==> src/rtl/ring_ptr_pkg.sv <==
package ring_ptr_pkg;

    localparam int REG_W = 8;
    localparam int PTR_W = 8;
    localparam int RA_W  = 3;

    typedef struct packed {
        logic [2:0] dram_code;
        logic [2:0] buf_code;
        logic       lim_en;
        logic       bus16;
    } cfg_t;

    typedef enum logic [RA_W-1:0] {
        RA_CFG     = 3'd0,
        RA_HPTR    = 3'd1,
        RA_DPTR    = 3'd2,
        RA_HLIM_LO = 3'd3,
        RA_HLIM_HI = 3'd4,
        RA_DLEN_LO = 3'd5,
        RA_DLEN_HI = 3'd6,
        RA_SPARE   = 3'd7
    } reg_addr_e;

    // highest usable buffer index for a configuration
    function automatic logic [PTR_W-1:0] last_index(input cfg_t c,
                                                    input int buf_base_log,
                                                    input int dram_base_log);
        int lg;
        lg = dram_base_log + int'(c.dram_code) - buf_base_log - int'(c.buf_code);
        if (lg >= PTR_W)
            return '1;
        else if (lg <= 0)
            return '0;
        else
            return PTR_W'((1 << lg) - 1);
    endfunction

endpackage

==> src/rtl/rp_regs.sv <==
module rp_regs
    import ring_ptr_pkg::*;
#(
    parameter int CNT_W = 16
) (
    input  logic             clk,
    input  logic             rst_n,
    input  logic             wr,
    input  logic [RA_W-1:0]  addr,
    input  logic [REG_W-1:0] wdata,
    output cfg_t             cfg,
    output logic [CNT_W-1:0] host_limit,
    output logic [CNT_W-1:0] dma_length
);

    typedef struct packed {
        cfg_t             cfg;
        logic [CNT_W-1:0] hlim;
        logic [CNT_W-1:0] dlen;
    } regs_t;

    regs_t regs_d, regs_q;

    always_comb begin
        regs_d = regs_q;
        if (wr) begin
            unique case (reg_addr_e'(addr))
                RA_CFG:     regs_d.cfg = cfg_t'(wdata);
                RA_HLIM_LO: regs_d.hlim[REG_W-1:0] = wdata;
                RA_HLIM_HI: regs_d.hlim[CNT_W-1:REG_W] = wdata[CNT_W-REG_W-1:0];
                RA_DLEN_LO: regs_d.dlen[REG_W-1:0] = wdata;
                RA_DLEN_HI: regs_d.dlen[CNT_W-1:REG_W] = wdata[CNT_W-REG_W-1:0];
                default:    regs_d = regs_q;
            endcase
        end
    end

    always_ff @(posedge clk) begin
        if (!rst_n) regs_q <= '0;
        else        regs_q <= regs_d;
    end

    assign cfg        = regs_q.cfg;
    assign host_limit = regs_q.hlim;
    assign dma_length = regs_q.dlen;

    // configuration only changes through a write
    p_cfg_hold_r2: assert property (@(posedge clk) disable iff (!rst_n)
        !wr |=> $stable(cfg));

    // DMA length survives anything but a write to its own bytes
    p_len_hold_r10: assert property (@(posedge clk) disable iff (!rst_n)
        !(wr && (addr == RA_DLEN_LO || addr == RA_DLEN_HI)) |=> $stable(dma_length));

endmodule

==> src/rtl/rp_byte_counter.sv <==
module rp_byte_counter #(
    parameter int CNT_W = 16
) (
    input  logic             clk,
    input  logic             rst_n,
    input  logic             load,
    input  logic [CNT_W-1:0] load_val,
    input  logic             cnt_en,
    input  logic             byte_stb,
    input  logic             evt_en,
    output logic             hit,
    output logic             evt
);

    typedef struct packed {
        logic [CNT_W-1:0] cnt;
        logic             evt;
    } cnt_st_t;

    cnt_st_t st_d, st_q;

    always_comb begin
        st_d     = st_q;
        st_d.evt = 1'b0;
        hit      = 1'b0;
        if (load) begin
            st_d.cnt = load_val;
        end else if (cnt_en && byte_stb && st_q.cnt != '0) begin
            st_d.cnt = st_q.cnt - 1'b1;
            if (st_q.cnt == CNT_W'(1) && evt_en) begin
                hit      = 1'b1;
                st_d.evt = 1'b1;
            end
        end
    end

    always_ff @(posedge clk) begin
        if (!rst_n) st_q <= '0;
        else        st_q <= st_d;
    end

    assign evt = st_q.evt;

    // the event never lasts two cycles
    p_single_pulse_r6: assert property (@(posedge clk) disable iff (!rst_n)
        evt |=> !evt);

    // an empty counter stays empty until reloaded
    p_floor_r5: assert property (@(posedge clk) disable iff (!rst_n)
        (st_q.cnt == '0 && !load) |=> st_q.cnt == '0);

    // an event always follows a count of one
    p_evt_source_r13: assert property (@(posedge clk) disable iff (!rst_n)
        (st_q.cnt == '0) |=> !evt);

endmodule

==> src/rtl/rp_ring_ptr.sv <==
module rp_ring_ptr
    import ring_ptr_pkg::*;
#(
    parameter int BUF_BASE_LOG = 6,
    parameter int ADDR_W       = 23
) (
    input  logic              clk,
    input  logic              rst_n,
    input  logic              wr,
    input  logic [PTR_W-1:0]  wdata,
    input  logic              incr,
    input  logic [PTR_W-1:0]  last_idx,
    input  logic [2:0]        buf_code,
    input  logic              bus16,
    output logic [PTR_W-1:0]  ptr,
    output logic [ADDR_W-1:0] addr
);

    logic [PTR_W-1:0]  ptr_d, ptr_q;
    logic [ADDR_W-1:0] byte_addr;

    always_comb begin
        ptr_d = ptr_q;
        if (wr)
            ptr_d = wdata;
        else if (incr)
            ptr_d = (ptr_q >= last_idx) ? '0 : ptr_q + 1'b1;
    end

    always_ff @(posedge clk) begin
        if (!rst_n) ptr_q <= '0;
        else        ptr_q <= ptr_d;
    end

    always_comb begin
        byte_addr = ADDR_W'(ptr_q) << (BUF_BASE_LOG + int'(buf_code));
        addr      = bus16 ? (byte_addr >> 1) : byte_addr;
    end

    assign ptr = ptr_q;

    p_wrap_r8: assert property (@(posedge clk) disable iff (!rst_n)
        (incr && !wr && ptr_q >= last_idx) |=> ptr_q == '0);

    p_step_r6: assert property (@(posedge clk) disable iff (!rst_n)
        (incr && !wr && ptr_q < last_idx) |=> ptr_q == $past(ptr_q) + 1'b1);

    p_write_wins_r11: assert property (@(posedge clk) disable iff (!rst_n)
        wr |=> ptr_q == $past(wdata));

    p_idle_hold_r7: assert property (@(posedge clk) disable iff (!rst_n)
        (!wr && !incr) |=> $stable(ptr_q));

endmodule

==> src/rtl/dram_ring_ptr_ctrl.sv <==
module dram_ring_ptr_ctrl
    import ring_ptr_pkg::*;
#(
    parameter int CNT_W         = 16,
    parameter int BUF_BASE_LOG  = 6,
    parameter int DRAM_BASE_LOG = 16,
    parameter int ADDR_W        = DRAM_BASE_LOG + 7
) (
    input  logic              clk,
    input  logic              rst_n,
    input  logic              reg_wr,
    input  logic [2:0]        reg_addr,
    input  logic [7:0]        reg_wdata,
    output logic [7:0]        reg_rdata,
    input  logic              host_addr_wr,
    input  logic              host_byte,
    input  logic              dma_en,
    input  logic              dma_byte,
    output logic [ADDR_W-1:0] host_dram_addr,
    output logic [ADDR_W-1:0] dma_dram_addr,
    output logic              host_max_evt,
    output logic              dma_done
);

    typedef struct packed {
        logic en;
        logic done;
    } dma_st_t;

    cfg_t             cfg;
    logic [CNT_W-1:0] host_limit, dma_length;
    logic [PTR_W-1:0] last_idx, host_ptr, dma_ptr;
    logic             host_hit, dma_hit, dma_evt_unused;
    logic             dma_rise, dma_cnt_en;
    logic             host_ptr_wr, dma_ptr_wr;
    dma_st_t          dma_d, dma_q;

    rp_regs #(.CNT_W(CNT_W)) u_regs (
        .clk        (clk),
        .rst_n      (rst_n),
        .wr         (reg_wr),
        .addr       (reg_addr),
        .wdata      (reg_wdata),
        .cfg        (cfg),
        .host_limit (host_limit),
        .dma_length (dma_length)
    );

    assign last_idx    = last_index(cfg, BUF_BASE_LOG, DRAM_BASE_LOG);
    assign host_ptr_wr = reg_wr && (reg_addr == RA_HPTR);
    assign dma_ptr_wr  = reg_wr && (reg_addr == RA_DPTR);

    rp_byte_counter #(.CNT_W(CNT_W)) u_host_cnt (
        .clk      (clk),
        .rst_n    (rst_n),
        .load     (host_addr_wr),
        .load_val (host_limit),
        .cnt_en   (1'b1),
        .byte_stb (host_byte),
        .evt_en   (cfg.lim_en),
        .hit      (host_hit),
        .evt      (host_max_evt)
    );

    always_comb begin
        dma_d      = dma_q;
        dma_d.en   = dma_en;
        dma_rise   = dma_en && !dma_q.en;
        dma_cnt_en = dma_en && !dma_q.done;
        if (!dma_en)
            dma_d.done = 1'b0;
        else if (dma_hit)
            dma_d.done = 1'b1;
    end

    always_ff @(posedge clk) begin
        if (!rst_n) dma_q <= '0;
        else        dma_q <= dma_d;
    end

    assign dma_done = dma_q.done;

    rp_byte_counter #(.CNT_W(CNT_W)) u_dma_cnt (
        .clk      (clk),
        .rst_n    (rst_n),
        .load     (dma_rise),
        .load_val (dma_length),
        .cnt_en   (dma_cnt_en),
        .byte_stb (dma_byte),
        .evt_en   (1'b1),
        .hit      (dma_hit),
        .evt      (dma_evt_unused)
    );

    rp_ring_ptr #(.BUF_BASE_LOG(BUF_BASE_LOG), .ADDR_W(ADDR_W)) u_host_ptr (
        .clk      (clk),
        .rst_n    (rst_n),
        .wr       (host_ptr_wr),
        .wdata    (reg_wdata),
        .incr     (host_hit),
        .last_idx (last_idx),
        .buf_code (cfg.buf_code),
        .bus16    (cfg.bus16),
        .ptr      (host_ptr),
        .addr     (host_dram_addr)
    );

    rp_ring_ptr #(.BUF_BASE_LOG(BUF_BASE_LOG), .ADDR_W(ADDR_W)) u_dma_ptr (
        .clk      (clk),
        .rst_n    (rst_n),
        .wr       (dma_ptr_wr),
        .wdata    (reg_wdata),
        .incr     (dma_hit),
        .last_idx (last_idx),
        .buf_code (cfg.buf_code),
        .bus16    (cfg.bus16),
        .ptr      (dma_ptr),
        .addr     (dma_dram_addr)
    );

    always_comb begin
        unique case (reg_addr_e'(reg_addr))
            RA_CFG:     reg_rdata = REG_W'(cfg);
            RA_HPTR:    reg_rdata = host_ptr;
            RA_DPTR:    reg_rdata = dma_ptr;
            RA_HLIM_LO: reg_rdata = host_limit[REG_W-1:0];
            RA_HLIM_HI: reg_rdata = REG_W'(host_limit >> REG_W);
            RA_DLEN_LO: reg_rdata = dma_length[REG_W-1:0];
            RA_DLEN_HI: reg_rdata = REG_W'(dma_length >> REG_W);
            default:    reg_rdata = '0;
        endcase
    end

    p_done_hold_r9: assert property (@(posedge clk) disable iff (!rst_n)
        (dma_done && dma_en) |=> dma_done);

    p_done_clear_r9: assert property (@(posedge clk) disable iff (!rst_n)
        !dma_en |=> !dma_done);

    p_after_done_r9: assert property (@(posedge clk) disable iff (!rst_n)
        (dma_done && dma_en && !dma_ptr_wr) |=> $stable(dma_ptr));

    p_rise_no_done_r12: assert property (@(posedge clk) disable iff (!rst_n)
        (dma_en && !dma_q.en) |=> !dma_done);

endmodule

==> config.mk <==
export PLATFORM = sky130hd
export DESIGN_NAME = dram_ring_ptr_ctrl
export DESIGN_NICKNAME = d
export VERILOG_FILES = /design/src/rtl/ring_ptr_pkg.sv /design/src/rtl/rp_regs.sv /design/src/rtl/rp_byte_counter.sv /design/src/rtl/rp_ring_ptr.sv /design/src/rtl/dram_ring_ptr_ctrl.sv
export SDC_FILE = /design/constraint.sdc
export NUM_CORES = 1
export LEC_CHECK = 0
export CAP_MARGIN = 20
export CELL_PAD_IN_SITES_DETAIL_PLACEMENT = 1
export CELL_PAD_IN_SITES_GLOBAL_PLACEMENT = 1
export CORE_UTILIZATION = 40
export DETAILED_ROUTE_END_ITERATION = 7
export DONT_BUFFER_PORTS = 1
export PLACE_DENSITY_LB_ADDON = 0.1
export SETUP_SLACK_MARGIN = 0.05
export SYNTH_ARGS = -nofsm -noshare
export SYNTH_HDL_FRONTEND = slang
export SYNTH_SLANG_ARGS = --single-unit
export TNS_END_PERCENT = 1
==> constraint.sdc <==
create_clock -name clk -period 5.7 [get_ports clk]
set_input_delay 0.855 -clock clk [delete_from_list [all_inputs] [get_ports clk]]
set_output_delay 0.855 -clock clk [all_outputs]
set_load 0.1 [all_outputs]
# Word-level counts from Yosys, hierarchy flattened
# Index checks and enable logic that the tools add are counted.
# word_totals
reg_bits	91
latchBits	0
ram_bits	0
mem_bits_ro	0
input_bits	18
out_inout_bits	56
mem_count	0
# classes
addsub	9
n_mul	0
div_mod_pow	0
n_lt_le_gt_ge	4
eq_ne	8
n_shift	3
mux	21
bitwise	2
n_reduce_logical	24
# op_table
op	n
$mux W8	8
$shl A8 B32 Y23	2
$pmux W8 S7	1
$mux W23	2
$mux W17	2
$eq A16 B1 Y1 const B	2
$mux W16	2
$reduce_bool A16 Y1	2
$shl A1 B32 Y8 const A	1
$sub A16 B1 Y16 const B	2
$add A8 B1 Y8 const B	2
$ge A8 B8 Y1	2
$reduce_and A2 Y1	6
$eq A3 B3 Y1 const B	3
$ge A8 B5 Y1 const B	1
$le A8 B1 Y1 const B	1
$logic_and A1 B1 Y1	8
$reduce_bool A2 Y1	4
$sub A7 B4 Y8	1
$sub A8 B2 Y8 const B	1
$sub A6 B3 Y7 const B	1
$add A5 B3 Y6 const A	1
$eq A3 B2 Y1 const B	2
$mux W1	6
6 further kinds	8

# Logic depth before layout (Yosys ltp)
# Gate-level depths: netlist (run 1).
# depth
word_depth	11
ltp_mapped	18

# Cells and area by module
# A second synthesis (run 1) with hierarchy kept.
# hier_totals
hier_cells	976
hier_area_um2	8031.5
# by_module_without_submodules
mod	n_inst	cells_per_inst	area_each_um2
rp_ring_ptr	2	223	1739.2
rp_byte_counter	2	135	1073.5
rp_regs	1	143	1482.7
dram_ring_ptr_ctrl	1	117	923.4

# Worst setup path after synthesis (run 1)
# Ideal clock, no wire load.
# synth_path
kind	register to output
start	register u_regs.regs_q[35] (netlist: u_regs.cfg[3])
end	output dma_dram_addr[2]
arrival_ns	4.445
t_required_ns	4.845
path_slack_ns	0.400
stages_incl_launch_ff	8
path_buffers	3
cell_sequence	dfxtp_1 -> buf_1 -> inv_1 -> ha_1 -> buf_1 -> clkbuf_1 -> nand2_1 -> a211oi_1
# synth_between
elab_chain_cells	3
# synth_lines
item	line_no	rtl
from (decl)	rp_regs.sv:22	regs_t regs_d, regs_q;
from (signal assigned)	rp_regs.sv:40	else regs_q <= regs_d;
$add A3 B3 Y4	rp_ring_ptr.sv:36	byte_addr = ADDR_W'(ptr_q) << (BUF_BASE_LOG + int'(buf_code));
$shl A8 B32 Y23	rp_ring_ptr.sv:36	
$mux W23	rp_ring_ptr.sv:37	addr = bus16 ? (byte_addr >> 1) : byte_addr;
to (decl)	dram_ring_ptr_ctrl.sv:20	output logic [ADDR_W-1:0] dma_dram_addr,
# Every way passes these cells.

# Worst setup path after layout (run 1)
# layout_path
start	register u_regs.regs_q[35] (netlist: u_regs.cfg[3])
end	register u_dma_ptr.ptr_q[5] (netlist: u_dma_ptr.ptr[5])
# layout_between
elab_chain_cells	9
elab_cells_between_ends	11
classes_between	add/sub: 2; order compare: 3; shift: 1; mux: 5
# layout_lines
item	line_no	rtl
$sub A7 B4 Y8 *	ring_ptr_pkg.sv:30	lg = dram_base_log + int'(c.dram_code) - buf_base_log - int'(c.buf_code);
$shl A1 B32 Y8	ring_ptr_pkg.sv:36	return PTR_W'((1 << lg) - 1);
$sub A8 B2 Y8	ring_ptr_pkg.sv:36	
$mux W8	ring_ptr_pkg.sv:33	else if (lg <= 0)
$mux W8 *	ring_ptr_pkg.sv:31	if (lg >= PTR_W)
$ge A8 B8 Y1 *	rp_ring_ptr.sv:27	ptr_d = (ptr_q >= last_idx) ? '0 : ptr_q + 1'b1;
$mux W8 *	rp_ring_ptr.sv:27	
$mux W8 *	rp_ring_ptr.sv:26	else if (incr)
$mux W8 *	rp_ring_ptr.sv:24	if (wr)
to (signal assigned)	rp_ring_ptr.sv:32	else ptr_q <= ptr_d;
to (decl)	rp_ring_ptr.sv:19	logic [PTR_W-1:0] ptr_d, ptr_q;
# Mark *: on every way between the ends. The rest lies on a longest branch, timed or not. The select of a mux whose other input is x is not followed.
# A chain may end at the register's enable or synchronous reset.

==> flow_summary.ini, run 1 <==
[status]
run_status = complete, no violations

[drt]
wl_mm = 23.6
topRoutingLayerUsed = met4
drt-initial-drc-count = 442
routedWlPerCell_um = 20.8
met3WireLength_mm = 1.22
route.met2.wl_mm = 11.2
residual_drc = 0
viasPerCell = 5.96
drtPass1Iterations = 6
vias = 6762
detail-route-antenna-nets = 0
met1_length_mm = 10.4

[finish]
area_growth_syn_to_layout_pct = 15.1
antenna_cells = 0
layout.cells.most_common = nand2_1
nNetsFinal = 961
final_cells = 1135
fillCellCount = 1995
drive_gt1_share_pct = 16.1
final_cell_mix = 155 x nand2_1, 100 x nor2_1, 97 x a21oi_1

[synth]
mappedNetlistNets = 957
async_flop_share_pct = 0
synth_enable_flop_cells = 0
synthFlopType = dfxtp_1
syn_area_mm2 = 0.00671
synth.top_cell.area_share_pct = 27.2
netlist.top_cell.by_area = dfxtp_1
syn-instance-count = 910
avgSynthCellArea_um2 = 7.37
yosysWarnings = 0
synth.yosys.seq_area_share_pct = 27.2
yosysUniqueCellTypes = 65
synth_top_cells_by_area = dfxtp_1 27%, nand2_1 8.7%, a21oi_1 7.7%
synthesized_flop_and_latch_total = 91

[placement]
dpl.hpwl_mm = 17.2
numPortBuffers = 0
placed_cells_incl_taps = 1114
gp_congestion = 0.867

[critical_path]
crit_path_capture = u_dma_ptr.ptr[5]
critPathMaxFanout = 23
critical_path_rt_ns = 5.96
timing.critical_path.to_type = register
rrSetupSlack_ns = 1.15
ff2ff_path_depth = 17
setup.worst_path.start = u_regs.cfg[3]
worstSetupPathType = register to register
r2r_start = u_regs.cfg[3]
cp_slowest_cell = a22oi_1
peak_per_stage_delay_on_the_critical_path_ns = 0.67
cells_along_the_critical_path = buf_4 > inv_1 > ha_1 > nor2b_1 > nor4b_1 > o21a_1 > nand3b_1 > ha_1 > a31oi_1 > nor2_1 > ha_1 > a2111oi_0 > o31ai_1 > nor3b_1 > a22oi_1 > o211ai_1 > a21oi_1
worstSetupStartpointType = register
crit_path_dat_ns = 4.81
rr_endpoint = u_dma_ptr.ptr[5]
critPathMostFrequentCell = ha_1

[pwr]
p_comb_share_pct = 24.6
power_per_cell_area_mw_per_mm2 = 228
p_int_mw = 1.15
power_leakage_nw = 2.81
power.share.switching_pct = 34.7
net_switching_mw = 0.610
power.ir.vdd_worst_mv = 0.181
clkPwrFrac_pct = 35.2
fraction_of_power_consumed_by_sequential_logic_pct = 40.2

[die]
core_area_mm2 = 0.0161
ios = 74
area_enclosed_by_the_die_boundary_mm2 = 0.0173
core.rowCount = 46
fp.dieH_um = 131
initial_utilization_pct = 41.6
overall_die_width_um = 131

[clock_tree]
tritoncts.num_buffers = 9
tritoncts = yes
worst_skew_pair.late_latency_ns = 0.35
tritoncts_num_sinks = 91
postCtsResizedCells = 0
post_cts.repair.setup_buffers = 0
cts_htree_levels = 3
postCtsHoldBufs = 0
clk_path_buf_depth = 2
cts_root_buf = clkbuf_16
clock_pin_transition_on_the_worst_setup_and_hold_timing_paths_ns = 0.07

[sta]
period_needed_ns = 4.55
fin_tns_setup_ns = 0
worst_clock_skew_ns = 0.00829
setup_viol_count_final = 0
max_freq_mhz = 220
worst_slew_margin_rel_pct = 23.2
timing.final.crit_share_pct = 79.8
max_slew.worst_pin.slew_ns = 1.15
rsz0062_at_grt = false
timing_hold_violations_final = 0
timing_max_transition_violations_final = 0

[global_route]
grt_start_max_net_pins = 77
grt_first_pass_wirelength_mm = 37.6
antenna_found_initial = 0
vias_in_the_first_global_route = 6897
grt_remaining_overflow = 0
grtUsageTotal_pct = 27.3

[hold_path]
hold-path-cell-count = 2
hold_crit_path_type = register to register

[job]
drv_cap = 0
[worst min path at each step]
| stage | start | endpoint | slack [ns] |
|---|---|---|---|
| floorplan | u_regs.cfg[1] | u_regs.cfg[1] | 0.44 |
| global placement | u_regs.host_limit[11] | u_regs.host_limit[11] | 0.46 |
| detailed placement | u_regs.host_limit[11] | u_regs.host_limit[11] | 0.47 |
| CTS | u_regs.host_limit[11] | u_regs.host_limit[11] | 0.48 |
| global route | u_regs.host_limit[11] | u_regs.host_limit[11] | 0.49 |
| finish | u_regs.host_limit[11] | u_regs.host_limit[11] | 0.48 |
[cells by family after synthesis]
| family | after synthesis | synth area share, % |
|---|---|---|
| AND/OR/NAND/NOR | 390 | 26.8 |
| multiplexers | 68 | 11.8 |
| XOR/XNOR | 23 | 3.00 |
| flip-flops | 91 | 27.2 |
| AO/OA/AOI/OAI | 234 | 21.4 |
| buffers and inverters | 75 | 4.27 |
| adder cells (fa/ha/maj) | 29 | 5.52 |
[Yosys cell counts, drive strengths merged, types with 2 or more instances]
| cell | number |
|---|---|
| a211oi | 16 |
| a21o | 3 |
| a21oi | 103 |
| a221oi | 2 |
| a222oi | 6 |
| a22oi | 15 |
| a2bb2oi | 2 |
| a31oi | 7 |
| and2 | 10 |
| and3 | 7 |
| and3b | 2 |
| buf | 11 |
| clkbuf | 46 |
| dfxtp | 91 |
| ha | 28 |
| inv | 18 |
| mux2 | 18 |
| mux2i | 43 |
| mux4 | 7 |
| nand2 | 155 |
| nand2b | 9 |
| nand3 | 25 |
| nand3b | 3 |
| nor2 | 108 |
| nor2b | 17 |
| nor3 | 25 |
| nor3b | 8 |
| nor4 | 6 |
| nor4bb | 2 |
| o211a | 2 |
| o211ai | 10 |
| o21a | 6 |
| o21ai | 42 |
| o21bai | 2 |
| o22ai | 5 |
| o31ai | 4 |
| o41ai | 3 |
| or2 | 5 |
| or3 | 2 |
| or4 | 2 |
| xnor2 | 12 |
| xor2 | 11 |
[per-stage QoR]
| stage | utilization [%] | instance area [µm²] | setup WS (ns) | hold slack, ns | power (mW) |
|---|---|---|---|---|---|
| 2_1_floorplan | - | 6710 | 0.400 | 0.441 | 1.05 |
| 3_3_place_gp | 45.7 | 7370 | 1.40 | 0.460 | 1.13 |
| 3_5_place_dp | 45.7 | 7370 | 1.23 | 0.466 | 1.15 |
| 4_1_cts | 47.6 | 7670 | 1.20 | 0.476 | 1.76 |
| 5_1_grt | 47.9 | 7720 | 0.796 | 0.492 | 1.83 |
| 6_report | 47.9 | 7720 | 1.15 | 0.477 | 1.76 |
[flip-flops by register name, summed over array words and instances, names as in the netlist]
register           cells
u_regs.cfg             8
dma_done               1
u_regs.host_limit     16
u_dma_cnt.st_q        16
u_host_ptr.ptr         8
u_host_cnt.evt         1
u_dma_ptr.ptr          8
u_regs.dma_length     16
dma_q                  1
u_host_cnt.st_q       16
[power by group through the flow]
stage / Sequential, mW / Clock [mW] / Combinational [mW]
after floorplan: 0.699 / 0 / 0.346
after global placement: 0.720 / 0 / 0.415
after detailed placement: 0.723 / 0 / 0.425
after CTS: 0.709 / 0.625 / 0.428
after global routing: 0.710 / 0.647 / 0.470
final: 0.707 / 0.619 / 0.433
[critical path, delay by kind of cell (launching register included)]
family	cells	cell delay (ns)
adder cells (fa/ha/maj)	3	0.94
AO/OA/AOI/OAI	7	2.01
buffers and inverters	2	0.46
flip-flops	1	0.31
AND/OR/NAND/NOR	5	0.75
[area by class of cell]
class / count / area, µm² / area share (%)
Inverter: 18 / 67.6 / 0.876
Sequential cell: 91 / 1820 / 23.6
Timing Repair Buffer: 50 / 453 / 5.87
Tap cell: 216 / 270 / 3.50
Multi-Input combinational cell: 744 / 4800 / 62.2
Clock inverter: 5 / 61.3 / 0.795
Clock buffer: 11 / 243 / 3.15
[routing by layer]
layer  GRT usage (%)  vias to the layer above
met1            35.1                     3282
met2            46.1                      203
met4            11.4                        0
li1                -                     3232
met3            3.16                       45
met5               0                        -
Note: power is estimated with default switching activity, not from simulation.
==> inputs of run 2 (changes only) <==
ABC_AREA = 1   (was unset)
clock period = 4.1 ns   (was 5.7 ns; I/O delays follow)
==> flow_summary.ini, run 2 <==
[global_route]
grtUsageTotal_pct = 27.7
vias_in_the_first_global_route = 7577
grt_remaining_overflow = 0
antenna_found_initial = 0
grt_first_pass_wirelength_mm = 39.3
grt_start_max_net_pins = 54

[critical_path]
cp_slowest_cell = dfxtp_2
critPathMaxFanout = 25
worstPathBufferInverterCount = 5
cells_along_the_critical_path = clkinv_1 > buf_4 > ha_1 > buf_4 > clkinvlp_4 > or2_2 > o21ai_0 > o21ai_0 > o21ai_2 > buf_12
peak_per_stage_delay_on_the_critical_path_ns = 0.46
timing.critical_path.to_type = primary output
critical_path_rt_ns = 3.48
crit_path_dat_ns = 3.11
worstSetupStartpointType = register
path_delay_family = buffers and inverters
worstSetupPathType = register to primary output

[job]
drv_cap = 0

[pwr]
p_comb_share_pct = 40.5
clkPwrFrac_pct = 26.6
power_leakage_nw = 3.72
net_switching_mw = 1.30
p_int_mw = 1.81
power.share.switching_pct = 41.9
power.ir.vdd_worst_mv = 0.224
power_per_cell_area_mw_per_mm2 = 362
fraction_of_power_consumed_by_sequential_logic_pct = 33.0

[clock_tree]
tritoncts.num_buffers = 9
post_cts.repair.setup_buffers = 0
cts_htree_levels = 3
tritoncts_num_sinks = 91
clk_path_buf_depth = 2
cts_root_buf = clkbuf_16
worst_skew_pair.late_latency_ns = 0.36
clock_pin_transition_on_the_worst_setup_and_hold_timing_paths_ns = 0.07
tritoncts = yes
postCtsHoldBufs = 0

[sta]
period_needed_ns = 3.73
max_freq_mhz = 268
timing_hold_violations_final = 0
timing.final.crit_share_pct = 90.9
setup_viol_count_final = 0
max_slew.worst_pin.slew_ns = 0.958
worst_hold_slack_ns = 0.374
fin_ws_ns = 0.375
worst_slew_margin_rel_pct = 36.0
rsz0062_at_grt = true
timing_max_transition_violations_final = 0
worst_clock_skew_ns = 0.00883

[synth]
synth_top_cells_by_area = dfxtp_1 26%, nand2_1 13%, inv_1 9.2%
async_flop_share_pct = 0
avgSynthCellArea_um2 = 6.25
netlist.top_cell.by_area = dfxtp_1
synthesized_flop_and_latch_total = 91
yosysWarnings = 0
synth.top_cell.area_share_pct = 26.1
synthMostInstantiatedCell = nand2_1
mappedNetlistNets = 1162
yosysUniqueCellTypes = 48
syn_area_mm2 = 0.00697
synth.yosys.seq_area_share_pct = 26.1
synth_enable_flop_cells = 0
synthFlopType = dfxtp_1
post_synth_most_frequent_cells = 246 x nand2_1, 170 x inv_1, 119 x o21ai_0, 91 x dfxtp_1, 86 x nor2_1
syn-instance-count = 1115

[drt]
residual_drc = 0
vias = 7454
drtPass1Iterations = 5
drt-initial-drc-count = 373
routedWlPerCell_um = 17.6
detail-route-antenna-nets = 0
viasPerCell = 5.47
wl_mm = 24.0

[finish]
final_cell_mix = 246 x nand2_1, 169 x inv_1, 91 x o21ai_0
antenna_cells = 0
layout.cells.most_common = nand2_1
fillCellCount = 2232
area_growth_syn_to_layout_pct = 23.2
finish.instance_area_mm2 = 0.00859
nNetsFinal = 1184
drive_gt1_share_pct = 14.0

[die]
overall_die_width_um = 134
core.rowCount = 47
ios = 74
core_area_mm2 = 0.0168
area_enclosed_by_the_die_boundary_mm2 = 0.0180
fp.dieH_um = 134
initial_utilization_pct = 41.4

[placement]
dpl-instance-area_mm2 = 0.00827
pre_cts_slack_ns = 0.313
gp_congestion = 0.884
dpl.hpwl_mm = 18.3
numPortBuffers = 0

[status]
run_status = complete, no violations

[hold_path]
hold_crit_path_type = input pin to register
run 2: cell count changes after synthesis, moves of 15 or more:
cell and change:
inv_1 +155, clkbuf_1 -15, nand3_1 +42, mux2_2 -18, nor2b_1 -17, o21ai_0 +79
nand2_1 +91, a21oi_1 -33, nor2_1 -22, mux2i_1 -33, o22ai_1 +34, a22oi_1 -15
run 2: layout make-up:
class                           count  area (µm²)  area share [%]
Sequential cell                    91        1830            21.3
Clock buffer                        9         225            2.62
Timing Repair Buffer               62        1100            12.8
Multi-Input combinational cell    799        4440            51.7
Inverter                          173         653            7.61
Timing Repair inverter              1        7.51          0.0874
Clock inverter                      7        60.1           0.700
Tap cell                          220         275            3.21
run 2: repair_timing:
action | CTS | global route
cloned | 1 | 0
gates resized for setup | 1 | 7
setup endpoints to repair | 3 | 26
run 2: through the flow:
step	TNS, ns	cells	power, mW	util (%)
global placement	0	1344	2.27	49.0
global route	-0.366	1362	3.31	51.0
detailed placement	0	1345	2.30	49.2
floorplan	-10.28	1115	1.97	-
CTS	0	1362	3.13	50.9
finish	0	1362	3.11	51.0
run 2: path summary, 6_finish.rpt:
check	slack (ns)	cells past startpoint	endpoint	startpoint
max	0.37	10	host_dram_addr[7]	u_regs.cfg[3]
min	0.37	2	u_dma_cnt.st_q[5]	rst_n
max reg2reg	0.39	29	u_dma_ptr.ptr[3]	u_regs.cfg[6]
min reg2reg	0.48	2	u_regs.dma_length[11]	u_regs.dma_length[11]
run 2: per-layer routing:
layer	vias up	track usage, %	routed length [µm]	part of all wire [%]
met5	-	0	0	0
met4	0	8.78	450	1.9
met3	27	4.80	1080	4.5
met2	137	48.2	11900	49
met1	3576	34.6	10600	44
li1	3714	-	-	-
run 2: kinds of logic (layout without fill, tap and decap cells):
group           Yosys count  count (layout)  synth area share, %
flops                    91              91                 26.1
simple gates            450             450                 27.8
fa+ha+maj                29              29                 5.31
xor+xnor                 32              32                 4.02
compound gates          278             278                 22.7
mux                      10              10                 1.44
buf+inv                 225             252                 12.6
run 2: power groups by stage:
stage | registers [mW] | clock network (mW) | logic [mW]
floorplan | 1.03 | 0 | 0.941
global placement | 1.04 | 0 | 1.22
detailed placement | 1.05 | 0 | 1.25
CTS | 1.03 | 0.845 | 1.26
global route | 1.04 | 0.871 | 1.40
finish | 1.03 | 0.827 | 1.26
run 2: worst reg2reg max path, delay by kind of cell, from the launching register on:
kind	cells	cell delay, ns
simple gates	16	1.37
fa+ha+maj	4	1.10
compound gates	4	0.47
buf+inv	5	0.35
flops	1	0.34
